### src/rtl/cam_cap_pkg.sv
package cam_cap_pkg;
  typedef struct packed {
    logic       wide;
    logic       deOnly;
    logic       filtEn;
    logic [2:0] filtThr;
    logic       byteSwap;
    logic       bitRev;
    logic       pclkInv;
    logic       deInv;
    logic       hsInv;
    logic       vsInv;
    logic       eofByLen;
    logic       stopEn;
  } cap_cfg_t;

  typedef struct packed {
    logic sample;    // take a data sample this cycle
    logic frameEnd;  // frame sync went inactive
    logic flush;     // clear output path
  } cap_stb_t;
endpackage

### src/rtl/cam_cap_ctrl.sv
module cam_cap_ctrl
  import cam_cap_pkg::*;
#(
  parameter int DW = 16,
  parameter int LW = 16
) (
  input  logic          clk,
  input  logic          rstN,
  input  logic          camPclk,
  input  logic          camVsync,
  input  logic          camHsync,
  input  logic          camDe,
  input  logic [DW-1:0] camData,
  input  cap_cfg_t      cfgIn,
  input  logic [LW-1:0] lenIn,
  input  logic          cfgUpdate,
  input  logic          ctlReset,
  input  logic          fifoReset,
  input  logic          startSet,
  input  logic          startClr,
  input  logic          overflow,
  output cap_cfg_t      cfgAct,
  output logic [LW-1:0] lenAct,
  output cap_stb_t      stb,
  output logic [DW-1:0] sampData,
  output logic          running
);
  localparam int CW = 3;
  localparam logic [CW-1:0] CMAX = '1;

  logic pS, vS, hS, dS, pPrev;
  logic [DW-1:0] dataS;
  logic [CW-1:0] vsCnt;
  logic frameAct;
  logic pEff, vEff, hEff, dEff, edgeP, live, frameNow, qual;
  logic [CW-1:0] thr;

  always_ff @(posedge clk or negedge rstN) begin
    if (!rstN) begin
      cfgAct <= '0;
      lenAct <= '0;
    end else if (cfgUpdate) begin
      cfgAct <= cfgIn;
      lenAct <= lenIn;
    end
  end

  always_ff @(posedge clk or negedge rstN) begin
    if (!rstN) begin
      {pS, vS, hS, dS, pPrev} <= '0;
      dataS <= '0;
    end else begin
      pS    <= camPclk;
      vS    <= camVsync;
      hS    <= camHsync;
      dS    <= camDe;
      dataS <= camData;
      pPrev <= pEff;
    end
  end

  always_comb begin
    pEff     = pS ^ cfgAct.pclkInv;
    vEff     = vS ^ cfgAct.vsInv;
    hEff     = hS ^ cfgAct.hsInv;
    dEff     = dS ^ cfgAct.deInv;
    edgeP    = pEff & ~pPrev;
    live     = running & edgeP;
    thr      = cfgAct.filtEn ? cfgAct.filtThr : '0;
    frameNow = vEff & (vsCnt >= thr);
    qual     = cfgAct.deOnly ? dEff : (dEff & hEff);
    stb.sample   = live & frameNow & qual;
    stb.frameEnd = live & frameAct & ~vEff;
    stb.flush    = ctlReset | fifoReset;
    sampData     = dataS;
  end

  always_ff @(posedge clk or negedge rstN) begin
    if (!rstN) begin
      vsCnt    <= '0;
      frameAct <= 1'b0;
    end else if (ctlReset) begin
      vsCnt    <= '0;
      frameAct <= 1'b0;
    end else if (live) begin
      vsCnt    <= !vEff ? '0 : (vsCnt == CMAX ? CMAX : vsCnt + 1'b1);
      frameAct <= frameNow;
    end
  end

  always_ff @(posedge clk or negedge rstN) begin
    if (!rstN) running <= 1'b0;
    else if (ctlReset || startClr) running <= 1'b0;
    else if (overflow && cfgAct.stopEn) running <= 1'b0;
    else if (startSet) running <= 1'b1;
  end
endmodule

### src/rtl/cam_cap_dpath.sv
module cam_cap_dpath
  import cam_cap_pkg::*;
#(
  parameter int DW = 16,
  parameter int LW = 16
) (
  input  logic          clk,
  input  logic          rstN,
  input  cap_cfg_t      cfg,
  input  logic [LW-1:0] len,
  input  cap_stb_t      stb,
  input  logic [DW-1:0] sampData,
  input  logic          outReady,
  output logic          outValid,
  output logic [DW-1:0] outData,
  output logic          outLast,
  output logic          overflow
);
  localparam int HW = DW / 2;

  logic          halfV, pendV;
  logic [HW-1:0] halfD;
  logic [DW-1:0] pendD;
  logic [LW-1:0] byteCnt;
  logic [HW-1:0] byteIn;
  logic [DW-1:0] wordIn, word;
  logic [LW:0]   nextCnt;
  logic          lenHit, wordRdy, push, pushLast, canTake;
  logic [DW-1:0] pushData;

  always_comb begin
    for (int i = 0; i < HW; i++)
      byteIn[i] = cfg.bitRev ? sampData[HW-1-i] : sampData[i];
    for (int i = 0; i < DW; i++)
      wordIn[i] = cfg.bitRev ? sampData[DW-1-i] : sampData[i];
  end

  always_comb begin
    nextCnt = {1'b0, byteCnt} + (cfg.wide ? (LW+1)'(2) : (LW+1)'(1));
    lenHit  = cfg.eofByLen && (nextCnt >= {1'b0, len});
    wordRdy = 1'b0;
    word    = '0;
    if (cfg.wide) begin
      wordRdy = 1'b1;
      word    = cfg.byteSwap ? {wordIn[HW-1:0], wordIn[DW-1:HW]} : wordIn;
    end else if (halfV) begin
      wordRdy = 1'b1;
      word    = cfg.byteSwap ? {halfD, byteIn} : {byteIn, halfD};
    end else if (lenHit) begin
      wordRdy = 1'b1;
      word    = cfg.byteSwap ? {byteIn, {HW{1'b0}}} : {{HW{1'b0}}, byteIn};
    end
  end

  always_comb begin
    push     = 1'b0;
    pushData = word;
    pushLast = 1'b0;
    if (cfg.eofByLen) begin
      push     = stb.sample & wordRdy;
      pushLast = lenHit;
    end else begin
      pushData = pendD;
      if (stb.sample && wordRdy && pendV) push = 1'b1;
      if (stb.frameEnd && pendV) begin
        push     = 1'b1;
        pushLast = 1'b1;
      end
    end
    canTake  = !outValid || outReady;
    overflow = push && !canTake;
  end

  always_ff @(posedge clk or negedge rstN) begin
    if (!rstN) begin
      {halfV, pendV, outValid, outLast} <= '0;
      halfD   <= '0;
      pendD   <= '0;
      outData <= '0;
      byteCnt <= '0;
    end else if (stb.flush) begin
      {halfV, pendV, outValid, outLast} <= '0;
      byteCnt <= '0;
    end else begin
      if (outValid && outReady) outValid <= 1'b0;
      if (push && canTake) begin
        outValid <= 1'b1;
        outData  <= pushData;
        outLast  <= pushLast;
      end
      if (stb.sample) begin
        if (!cfg.wide) begin
          halfV <= !wordRdy;
          if (!wordRdy) halfD <= byteIn;
        end
        if (cfg.eofByLen) byteCnt <= lenHit ? '0 : nextCnt[LW-1:0];
        if (!cfg.eofByLen && wordRdy) begin
          pendV <= 1'b1;
          pendD <= word;
        end
      end
      if (stb.frameEnd) begin
        halfV <= 1'b0;
        pendV <= 1'b0;
      end
    end
  end
endmodule

### src/rtl/cam_capture.sv
module cam_capture
  import cam_cap_pkg::*;
#(
  parameter int DW = 16,
  parameter int LW = 16
) (
  input  logic          clk,
  input  logic          rstN,
  input  logic          camPclk,
  input  logic          camVsync,
  input  logic          camHsync,
  input  logic          camDe,
  input  logic [DW-1:0] camData,
  input  logic          cfgWide,
  input  logic          cfgDeOnly,
  input  logic          cfgFiltEn,
  input  logic [2:0]    cfgFiltThr,
  input  logic          cfgByteSwap,
  input  logic          cfgBitRev,
  input  logic          cfgPclkInv,
  input  logic          cfgDeInv,
  input  logic          cfgHsInv,
  input  logic          cfgVsInv,
  input  logic          cfgEofByLen,
  input  logic          cfgStopEn,
  input  logic [LW-1:0] cfgLen,
  input  logic          cfgUpdate,
  input  logic          ctlReset,
  input  logic          fifoReset,
  input  logic          startSet,
  input  logic          startClr,
  output logic          running,
  output logic          outValid,
  input  logic          outReady,
  output logic [DW-1:0] outData,
  output logic          outLast
);
  cap_cfg_t      cfgIn, cfgAct;
  cap_stb_t      stb;
  logic [LW-1:0] lenAct;
  logic [DW-1:0] sampData;
  logic          dpOverflow;

  always_comb begin
    cfgIn.wide     = cfgWide;
    cfgIn.deOnly   = cfgDeOnly;
    cfgIn.filtEn   = cfgFiltEn;
    cfgIn.filtThr  = cfgFiltThr;
    cfgIn.byteSwap = cfgByteSwap;
    cfgIn.bitRev   = cfgBitRev;
    cfgIn.pclkInv  = cfgPclkInv;
    cfgIn.deInv    = cfgDeInv;
    cfgIn.hsInv    = cfgHsInv;
    cfgIn.vsInv    = cfgVsInv;
    cfgIn.eofByLen = cfgEofByLen;
    cfgIn.stopEn   = cfgStopEn;
  end

  cam_cap_ctrl #(.DW(DW), .LW(LW)) uCtrl (
    .clk(clk), .rstN(rstN),
    .camPclk(camPclk), .camVsync(camVsync), .camHsync(camHsync), .camDe(camDe),
    .camData(camData), .cfgIn(cfgIn), .lenIn(cfgLen), .cfgUpdate(cfgUpdate),
    .ctlReset(ctlReset), .fifoReset(fifoReset), .startSet(startSet), .startClr(startClr),
    .overflow(dpOverflow), .cfgAct(cfgAct), .lenAct(lenAct), .stb(stb),
    .sampData(sampData), .running(running)
  );

  cam_cap_dpath #(.DW(DW), .LW(LW)) uDpath (
    .clk(clk), .rstN(rstN), .cfg(cfgAct), .len(lenAct), .stb(stb),
    .sampData(sampData), .outReady(outReady), .outValid(outValid),
    .outData(outData), .outLast(outLast), .overflow(dpOverflow)
  );
endmodule

### config.mk
export PLATFORM = sky130hd
export DESIGN_NAME = cam_capture
export DESIGN_NICKNAME = d
export VERILOG_FILES = /design/src/rtl/cam_cap_pkg.sv /design/src/rtl/cam_cap_ctrl.sv /design/src/rtl/cam_cap_dpath.sv /design/src/rtl/cam_capture.sv
export SDC_FILE = /design/constraint.sdc
export NUM_CORES = 1
export LEC_CHECK = 0
export ABC_AREA = 1
export BUFFER_PORTS_ARGS = -buffer_cell sky130_fd_sc_hd__buf_2
export CELL_PAD_IN_SITES_DETAIL_PLACEMENT = 1
export CELL_PAD_IN_SITES_GLOBAL_PLACEMENT = 1
export CORE_UTILIZATION = 39
export DETAILED_ROUTE_END_ITERATION = 8
export PLACE_DENSITY = 0.84
export SLEW_MARGIN = 30
export SYNTH_ARGS = -nofsm -noshare
export SYNTH_HDL_FRONTEND = slang
export SYNTH_SLANG_ARGS = --single-unit
### constraint.sdc
create_clock -name clk -period 3.15 [get_ports clk]
set_input_delay 0.63 -clock clk [delete_from_list [all_inputs] [get_ports clk]]
set_output_delay 0.63 -clock clk [all_outputs]
set_load 0.03 [all_outputs]
==> reports/results.txt, run 1 <==
clk sink count - 116
syn avg cell area - 7.76 sq um
Fin. Hold Viols - 0
Die ar. - 17200 sq um
Die Width - 131 um
DRT iter0 DRCs - 318
Main synth FF type - dfrtp_1
max cap viols - 0
DR vias/cell - 5.18
final setup vio count - 60
failing checks - setup timing
hold depth - 1
clock latency at the later pin of the worst-skew pair - 430 ps
number of buffers created by CTS - 17
Slew Limit Fails - 0
Routability Congestion - 0.786
ANT cells - 0
Post-synth top cells - 269 x nand2_1, 116 x dfrtp_1, 100 x inv_1
Seq cells post-synth - 116
grt ovf - 0
hold_buf cts - 0
synthesized net count - 917
DRT antenna net count - 0
Clock transition at path regs - 60 ps
H-tree levels - 4
maximum VDD drop - 0.439 mV
top post-synthesis cells by area - dfrtp_1 45%, nand2_1 16%, inv_1 5.8%
CP Class - flip-flop to flip-flop
Yosys warnings - 0
min cycle time layout - 3650 ps
crit path capture type - flip-flop
largest net degree at the start of global routing - 63
Residual DRC - 0
async set-reset flop share out of synthesis - 1.00
CTS tree - done
Tcrit/Tclk final - 1.16
post-synth top area share - 0.447
Layout Skew - 8.76 ps
worst setup margin - -497 ps
Total Nets Final - 1037
initial antenna violation count - 1
Worst EP required - 3480 ps
RSZ-0062 raised after global routing - yes
post-synth cell types - 42
outcome - complete, but fails checks
cell taking the most area after synthesis - dfrtp_1
Worst-Margin Slew - 843 ps
most frequent cell after synthesis - nand2_1
number of global-route vias before repair - 6697
CTS root buf - clkbuf_16
Design Power - 4120 uW
synthesis-to-layout area growth - 30.7%
CORE AREA - 16100 sq um
synthesized cell area - 6490 sq um
hpwl dp - 12600 um
I/O Buffers - 76
clk buf depth - 2
Reg2Reg Depth - 19
Post-synth EDFFs - 0
layout cell share with drive strength beyond 1 - 0.277
die height - 131 um
via count - 6142
Cell Rows - 46
slew margin rel. - 0.438
I/O Pins - 77
Critical Path Source Type - flip-flop
Leak - 0.00439 uW
FF-to-FF setup slack - -500 ps
first-pass GRT wire length - 32600 um
Initial Utilization - 0.404
drt first pass iters - 4
cell count after synthesis - 836
worst-path fanout max - 4
CP arrival - 3980 ps
fmax - 274 MHz
Hold Path Class - primary input to flip-flop
PwrDens - 486 nW/um^2
Tot GR Track Use - 0.254
final WL - 20700 um
WL per Instance - 17.4 um
final setup TNS - -21140 ps
register area share after synthesis - 0.447
## stage by stage
step | util | hold slack, ps | cell area (sq um) | setup WS [ps] | cells
2_1_floorplan | - | 334 | 6550 | -42.7 | 836
3_3_place_gp | 0.459 | 445 | 7370 | -162 | 1131
3_5_place_dp | 0.459 | 459 | 7370 | -286 | 1131
4_1_cts | 0.516 | 290 | 8280 | -285 | 1177
5_1_grt | 0.528 | 292 | 8480 | -580 | 1185
6_report | 0.528 | 302 | 8480 | -497 | 1185
## what timing repair did
action,CTS,global route
endpoints found under the setup margin,59,60
pin swaps,24,29
cloned,1,0
resized for setup,45,35
buffers inserted,13,9
## flip-flops by register name, indices dropped and copies added (netlist names), 3 cells and up
name,cells
uCtrl.cfgAct,14
uCtrl.lenAct,16
uCtrl.sampData,16
uCtrl.vsCnt,3
uDpath.byteCnt,16
uDpath.halfD,8
uDpath.outData,16
uDpath.pendD,16
## final cells by class
| cell class | instances | area (sq um) |
|---|---|---|
| clock buffers | 19 | 453 |
| clock inverters | 13 | 155 |
| fillers | 1899 | 7580 |
| flip-flops and latches | 116 | 2900 |
| multi-input cells | 583 | 3380 |
| repair buffers | 133 | 911 |
| inverters | 105 | 407 |
| well taps | 216 | 270 |
## path summary, 6_finish.rpt
path,startpoint,to
worst min-delay path,camData[0],uCtrl.sampData[0]
max in group asynchronous,rstN,uCtrl.cfgAct[13]
worst max register to register,uCtrl.cfgAct[13],uDpath.byteCnt[7]
worst max-delay path,uCtrl.cfgAct[13],uDpath.byteCnt[7]
min in group asynchronous,rstN,uCtrl.sampData[0]
worst min register to register,uCtrl.cfgAct[0],uCtrl.running
## logic make-up (layout without fill, tap and decap cells)
| group | count (synthesis) | after routing | share of synthesized area |
|---|---|---|---|
| compound gates | 130 | 130 | 0.114 |
| fa+ha+maj | 23 | 23 | 0.0455 |
| buf+inv | 137 | 270 | 0.0844 |
| simple gates | 407 | 407 | 0.274 |
| flops | 116 | 116 | 0.447 |
| xor+xnor | 14 | 14 | 0.0189 |
| mux | 9 | 9 | 0.0156 |
## report_power, final
group          internal [uW]  leakage (uW)  switching (uW)
Combinational            182       0.00260             340
Sequential              1560       0.00149            40.7
Clock                   1280      0.000295             723
Total                   3020       0.00439            1100
## layer usage
layer  track usage  routed length, um  vias to the layer above
met5             0                  0                        -
met4         0.136               1030                        0
met3        0.0594                704                       69
met2         0.472              11000                      157
met1         0.263               7900                     3004
li1              -                  -                     2912
## cell usage in the layout (no fill, tap or decap), drive strengths merged, types with 3 or more instances in the layout
master | synthesis | routed
nand3 | 60 | 60
o211ai | 10 | 10
buf | 12 | 133
clkinv | 2 | 8
a21boi | 3 | 3
ha | 22 | 22
o31ai | 4 | 4
nand2 | 287 | 287
mux2 | 9 | 9
dfrtp | 116 | 116
clkbuf | 20 | 19
a21oi | 29 | 29
xnor2 | 3 | 3
nor3 | 7 | 7
o21a | 6 | 6
clkinvlp | 0 | 3
inv | 103 | 104
o21bai | 3 | 3
nor2 | 50 | 50
bufinv | 0 | 3
xor2 | 11 | 11
o21ai | 59 | 59
o22ai | 10 | 10
## critical path, stage by stage, from the launching register on
cell	delay (ps)
dfrtp_2	450
clkinv_4	70
ha_4	130
fa_2	220
nand2_2	80
nor2_4	190
nand2_4	130
nor4_4	240
xor2_1	290
ha_1	320
nand2_2	110
nor2_4	50
a21boi_4	150
nor2_4	120
nand3_4	140
buf_4	190
nor2_2	150
nand2_2	130
buf_4	180
o32ai_2	210
No activity file was read; power rests on OpenSTA's default activity.
==> inputs of run 2 (changes only) <==
CORE_UTILIZATION = 40   (was 39)
PLACE_DENSITY = 0.85   (was 0.84)
SYNTH_HIERARCHICAL = 1   (was not set)
==> run 2 against run 1 <==
The flow still finishes with violations (setup timing). Combinational power increased by 28%. Power increased by 3.3%. Final area increased by 8.3%. Clock power about the same. Synthesized cell count decreased by 0.60%. Maximum frequency is 7.5% lower. Clock-buffer cell count decreased by 1. Global-route usage grew 0.44 points. Critical endpoint is now uDpath/outData[10]. Clock skew grew 9.1 ps.
==> reports/results.txt, run 2 <==
outcome - complete, but fails checks
failing checks - setup timing
maximum VDD drop - 0.550 mV
Hold Path Class - primary input to asynchronous set/reset pin
DRT antenna net count - 0
Worst-Margin Slew - 994 ps
final setup TNS - -40530 ps
Post-synth top cells - 258 x nand2_1, 116 x dfrtp_1, 110 x inv_1
Slew Limit Fails - 0
Crit path largest cell delay - 470 ps
via count - 6517
highest-count cells in the layout ignoring fill and taps - 216 x nand2_1, 115 x dfrtp_1, 104 x inv_1, 75 x buf_2, 68 x buf_4
Initial Utilization - 0.408
critical path's top delay family - simple AND/OR/NAND/NOR gates
WL per Instance - 21.1 um
CP arrival - 4260 ps
Tot GR Track Use - 0.258
number of buffers created by CTS - 17
max cap viols - 0
final WL - 25500 um
number of global-route vias before repair - 6891
register area share after synthesis - 0.432
CTS tree - done
worst-path fanout max - 8
DRT iter0 DRCs - 407
Post-synth EDFFs - 0
worst hold slack - 50.9 ps
# fillers - 1928
DR vias/cell - 5.38
Leak - 0.00472 uW
Max stage delay cell, worst path - dfrtp_2
CORE AREA - 16500 sq um
H-tree levels - 4
worst setup margin - -795 ps
worst path bufs/invs - 3
grt ovf - 0
drt first pass iters - 5
cell taking the most area after synthesis - dfrtp_1
CTS root buf - clkbuf_16
PwrDens - 463 nW/um^2
crit path capture type - flip-flop
final setup vio count - 61
Total Nets Final - 1059
Worst EP required - 3460 ps
syn avg cell area - 8.09 sq um
Residual DRC - 0
top post-synthesis cells by area - dfrtp_1 43%, nand2_1 14%, inv_1 6.1%
die height - 132 um
layout cell share with drive strength beyond 1 - 0.366
cell count after synthesis - 831
Tcrit/Tclk final - 1.25
async set-reset flop share out of synthesis - 1.00
ANT cells - 0
min cycle time layout - 3950 ps
first-pass GRT wire length - 34800 um
commonest non-fill, non-tap cell in the layout - nand2_1
Yosys warnings - 6
Main synth FF type - dfrtp_1
Layout Skew - 17.9 ps
largest net degree at the start of global routing - 44
slew margin rel. - 0.337
Die Width - 132 um
I/O Pins - 77
Cell Rows - 47
Fin. Hold Viols - 0
clk sink count - 116
Seq cells post-synth - 116
synthesized cell area - 6720 sq um
post-synth cell types - 45
hpwl dp - 13600 um
synthesis-to-layout area growth - 36.7%
CP Class - flip-flop to flip-flop
clock latency at the later pin of the worst-skew pair - 440 ps
clk buf depth - 2
Die ar. - 17300 sq um
Clock transition at path regs - 70 ps
initial antenna violation count - 0
Routability Congestion - 0.870
fmax - 253 MHz
post-synth top area share - 0.432
Critical Path Source Type - flip-flop
synthesized net count - 912
most frequent cell after synthesis - nand2_1
I/O Buffers - 76
RSZ-0062 raised after global routing - yes
## run 2: per-layer routing
layer | vias to the layer above | track usage | share of wire
li1 | 2933 | - | -
met1 | 3259 | 0.278 | 0.38
met2 | 231 | 0.482 | 0.53
met3 | 94 | 0.0606 | 0.041
met4 | 0 | 0.103 | 0.051
met5 | - | 0 | 0
## run 2: path summary, 6_finish.rpt
| kind | start | end | slack, ps | cells after the start |
|---|---|---|---|---|
| hold reg to reg | uDpath/outData[11] | uDpath/outData[11] | 470 | 2 |
| setup reg to reg | uCtrl/cfgAct[13] | uDpath/outData[10] | -800 | 27 |
| setup / recovery | uCtrl/cfgAct[13] | uDpath/outData[10] | -800 | 27 |
| hold / removal | rstN | uDpath/pendD[2] | 50 | 1 |
| max in group asynchronous | rstN | uCtrl/cfgAct[13] | 2370 | 2 |
| min in group clk | camData[14] | uCtrl/sampData[14] | 300 | 1 |
## run 2: area by class of cell
type	instances	area, sq um	share of cell area
repair buffers	160	1180	0.128
clock buffers	18	439	0.0478
inverters	114	438	0.0477
multi-input cells	569	3810	0.414
clock inverters	14	144	0.0157
flip-flops and latches	116	2900	0.316
well taps	220	275	0.0300
## run 2: stage by stage
| step | instances | setup slack (ps) | total power (uW) | utilization | cell area [sq um] |
|---|---|---|---|---|---|
| 2_1_floorplan | 831 | -478 | 1990 | - | 6790 |
| 3_3_place_gp | 1138 | -406 | 2160 | 0.462 | 7600 |
| 3_5_place_dp | 1138 | -670 | 2190 | 0.462 | 7600 |
| 4_1_cts | 1184 | -553 | 4160 | 0.511 | 8410 |
| 5_1_grt | 1211 | -988 | 4410 | 0.558 | 9190 |
| 6_report | 1211 | -795 | 4260 | 0.558 | 9190 |
## run 2: worst reg2reg max path, stage by stage, from the launching register on
cell       delay [ps]
dfrtp_2           470
buf_6             150
ha_4              250
a21oi_2            70
nor2_2            150
nand3_2           140
nor2_4            140
nand2_2            90
nor2_4            120
nand3_2            90
nor2_2            120
xor2_1            260
inv_1             120
ha_4              310
nand2_2            50
nor2_2            110
nand2_2            80
o21ai_2           160
nand2_2            80
nand3_4           120
nand2_4            70
nand2_4           110
nand2_4            60
nand2_4            80
nand3_4           120
clkbuf_16         200
nand2_1            60
nand2_1            50
## run 2: logic make-up after synthesis
group	count (synthesis)	share of synthesized area
flip-flops	116	0.432
adder cells (fa/ha/maj)	23	0.0439
multiplexers	28	0.0614
XOR/XNOR	14	0.0182
AND/OR/NAND/NOR	408	0.259
AO/OA/AOI/OAI	96	0.0920
buffers and inverters	146	0.0931
## run 2: timing repair
action | CTS | global route
pin swaps | 15 | 41
gates cloned | 0 | 3
hold buffers | 0 | 0
endpoints found under the setup margin | 61 | 61
setup buffers | 14 | 28
hold endpoints to repair | 0 | 0
resized for setup | 30 | 120
## run 2: power by group
part	switching (uW)	internal, uW
clock network	843	1130
registers	55.2	1560
logic	427	242
total	1330	2930
==> inputs of run 3 (changes only) <==
GPL_TIMING_DRIVEN = 0   (was not set)
==> run 3 against run 2 <==
The flow still finishes with violations (setup timing). Via count is 0.91% lower. Die area did not move. First-iteration DRC count shrank 10%. Flip-flop and latch count did not move. Final area down 2.9%. Critical path type unchanged. Largest power group unchanged.
==> reports/results.txt, run 3 (same netlist as run 2, synthesis figures left out) <==
Slew Limit Fails - 0
fmax - 244 MHz
Tot GR Track Use - 0.268
Total Nets Final - 1057
final setup vio count - 61
WL per Instance - 18.7 um
number of buffers created by CTS - 17
clock power share - 0.483
Die Width - 132 um
outcome - complete, but fails checks
Cell Rows - 47
Worst-Margin Slew - 1030 ps
PwrDens - 490 nW/um^2
final WL - 22600 um
final setup TNS - -50430 ps
Leak - 0.00468 uW
Tcrit/Tclk final - 1.30
CP arrival - 4450 ps
I/O Pins - 77
CORE AREA - 16500 sq um
clk buf depth - 2
via count - 6458
number of global-route vias before repair - 7191
Pint - 3160 uW
grt ovf - 0
Switch Pwr - 1200 uW
layout cell share with drive strength beyond 1 - 0.314
Hold Path Class - primary input to asynchronous set/reset pin
DRT antenna net count - 0
initial antenna violation count - 0
max cap viols - 0
Clock transition at path regs - 60 ps
Layout Skew - 8.52 ps
Max stage delay cell, worst path - dfrtp_2
Reg2Reg Depth - 28
crit path capture type - flip-flop
Initial Utilization - 0.408
CTS root buf - clkbuf_16
hpwl dp - 13500 um
DR vias/cell - 5.34
clock latency at the later pin of the worst-skew pair - 430 ps
Routability Congestion - 0.846
min cycle time layout - 4100 ps
placement-stage cell area - 7480 sq um
maximum VDD drop - 0.390 mV
RSZ-0062 raised after global routing - yes
drt first pass iters - 5
worst hold slack - 130 ps
Design Power - 4370 uW
Final Cell Area - 8920 sq um
first-pass GRT wire length - 36100 um
ANT cells - 0
failing checks - setup timing
commonest non-fill, non-tap cell in the layout - nand2_1
Sw Ratio - 0.276
largest net degree at the start of global routing - 63
Fin. Hold Viols - 0
DRT iter0 DRCs - 366
clk sink count - 116
Critical Path Source Type - flip-flop
die height - 132 um
highest-count cells in the layout ignoring fill and taps - 217 x nand2_1, 115 x dfrtp_1, 106 x inv_1, 75 x buf_2, 67 x nand3_1
Crit path largest cell delay - 440 ps
Worst EP required - 3510 ps
Residual DRC - 0
Die ar. - 17300 sq um
hold_buf cts - 0
worst-path fanout max - 5
worst setup margin - -946 ps
H-tree levels - 4
CP Class - flip-flop to flip-flop
CTS tree - done
part of the power in combinational logic - 0.150
I/O Buffers - 75
Seq pwr share - 0.367
synthesis-to-layout area growth - 32.7%
slew margin rel. - 0.306
## run 3: cell types whose count changed in the layout (fill, tap and decap cells not counted), moves of 5 or more
cell / before / now
buf_4: 68 / 36
clkbuf_1: 0 / 15
buf_6: 6 / 16
nand3_1: 60 / 67
nand3_2: 14 / 7
buf_1: 0 / 5
nand2_4: 17 / 12
## run 3: timing repair
| item | 4_1_cts | 5_1_grt |
|---|---|---|
| gates resized for setup | 64 | 55 |
| setup buffers | 40 | 8 |
| pin swaps | 30 | 32 |
| cloned | 3 | 0 |
| endpoints found under the setup margin | 61 | 61 |
## run 3: cell type report
cell class	count	area, sq um
Buffer	32	244
Clock buffer	19	453
Clock inverter	13	180
Fill cell	1977	7550
Inverter	114	440
Multi-Input combinational cell	569	3560
Sequential cell	116	2900
Tap cell	220	275
Timing Repair Buffer	126	866
## run 3: worst max-delay path, delay by kind of cell (launching register included)
| family | cells | cell delay (ps) |
|---|---|---|
| xor gates and xnor gates | 1 | 270 |
| and+or+nand+nor | 14 | 1640 |
| buffers and inverters | 9 | 980 |
| DFF | 1 | 440 |
| AOI/OAI and AO/OA | 1 | 50 |
| adders and majority gates | 3 | 620 |
## run 3: metal layers
| metal | track usage | routed length (um) | share of wire |
|---|---|---|---|
| met5 | 0 | 0 | 0 |
| met4 | 0.124 | 860 | 0.038 |
| met3 | 0.0583 | 1020 | 0.045 |
| met2 | 0.497 | 12100 | 0.54 |
| met1 | 0.287 | 8630 | 0.38 |
## run 3: metrics by stage
stage	setup slack, ps	std cells	util
floorplan	-478	831	-
global placement	-1090	1126	0.452
detailed placement	-1190	1127	0.454
CTS	-760	1202	0.527
global route	-1120	1209	0.542
finish	-946	1209	0.542
## run 3: final timing paths
path / start / endpoint / slack [ps]
min in group clk: camData[6] / uCtrl/sampData[6] / 310
min reg2reg: uCtrl/cfgAct[0] / uCtrl/running / 460
max in group asynchronous: rstN / uDpath/byteCnt[4] / 2330
max: uCtrl/cfgAct[13] / uDpath/halfD[5] / -950
min: rstN / uCtrl/sampData[4] / 130
max reg2reg: uCtrl/cfgAct[13] / uDpath/halfD[5] / -950
## run 3: power by group through the flow
stage / Clock [uW] / Sequential (uW) / Combinational, uW
floorplan: 0 / 1620 / 376
global placement: 0 / 1620 / 543
detailed placement: 0 / 1630 / 571
CTS: 2120 / 1600 / 619
global route: 2200 / 1610 / 719
finish: 2110 / 1600 / 655
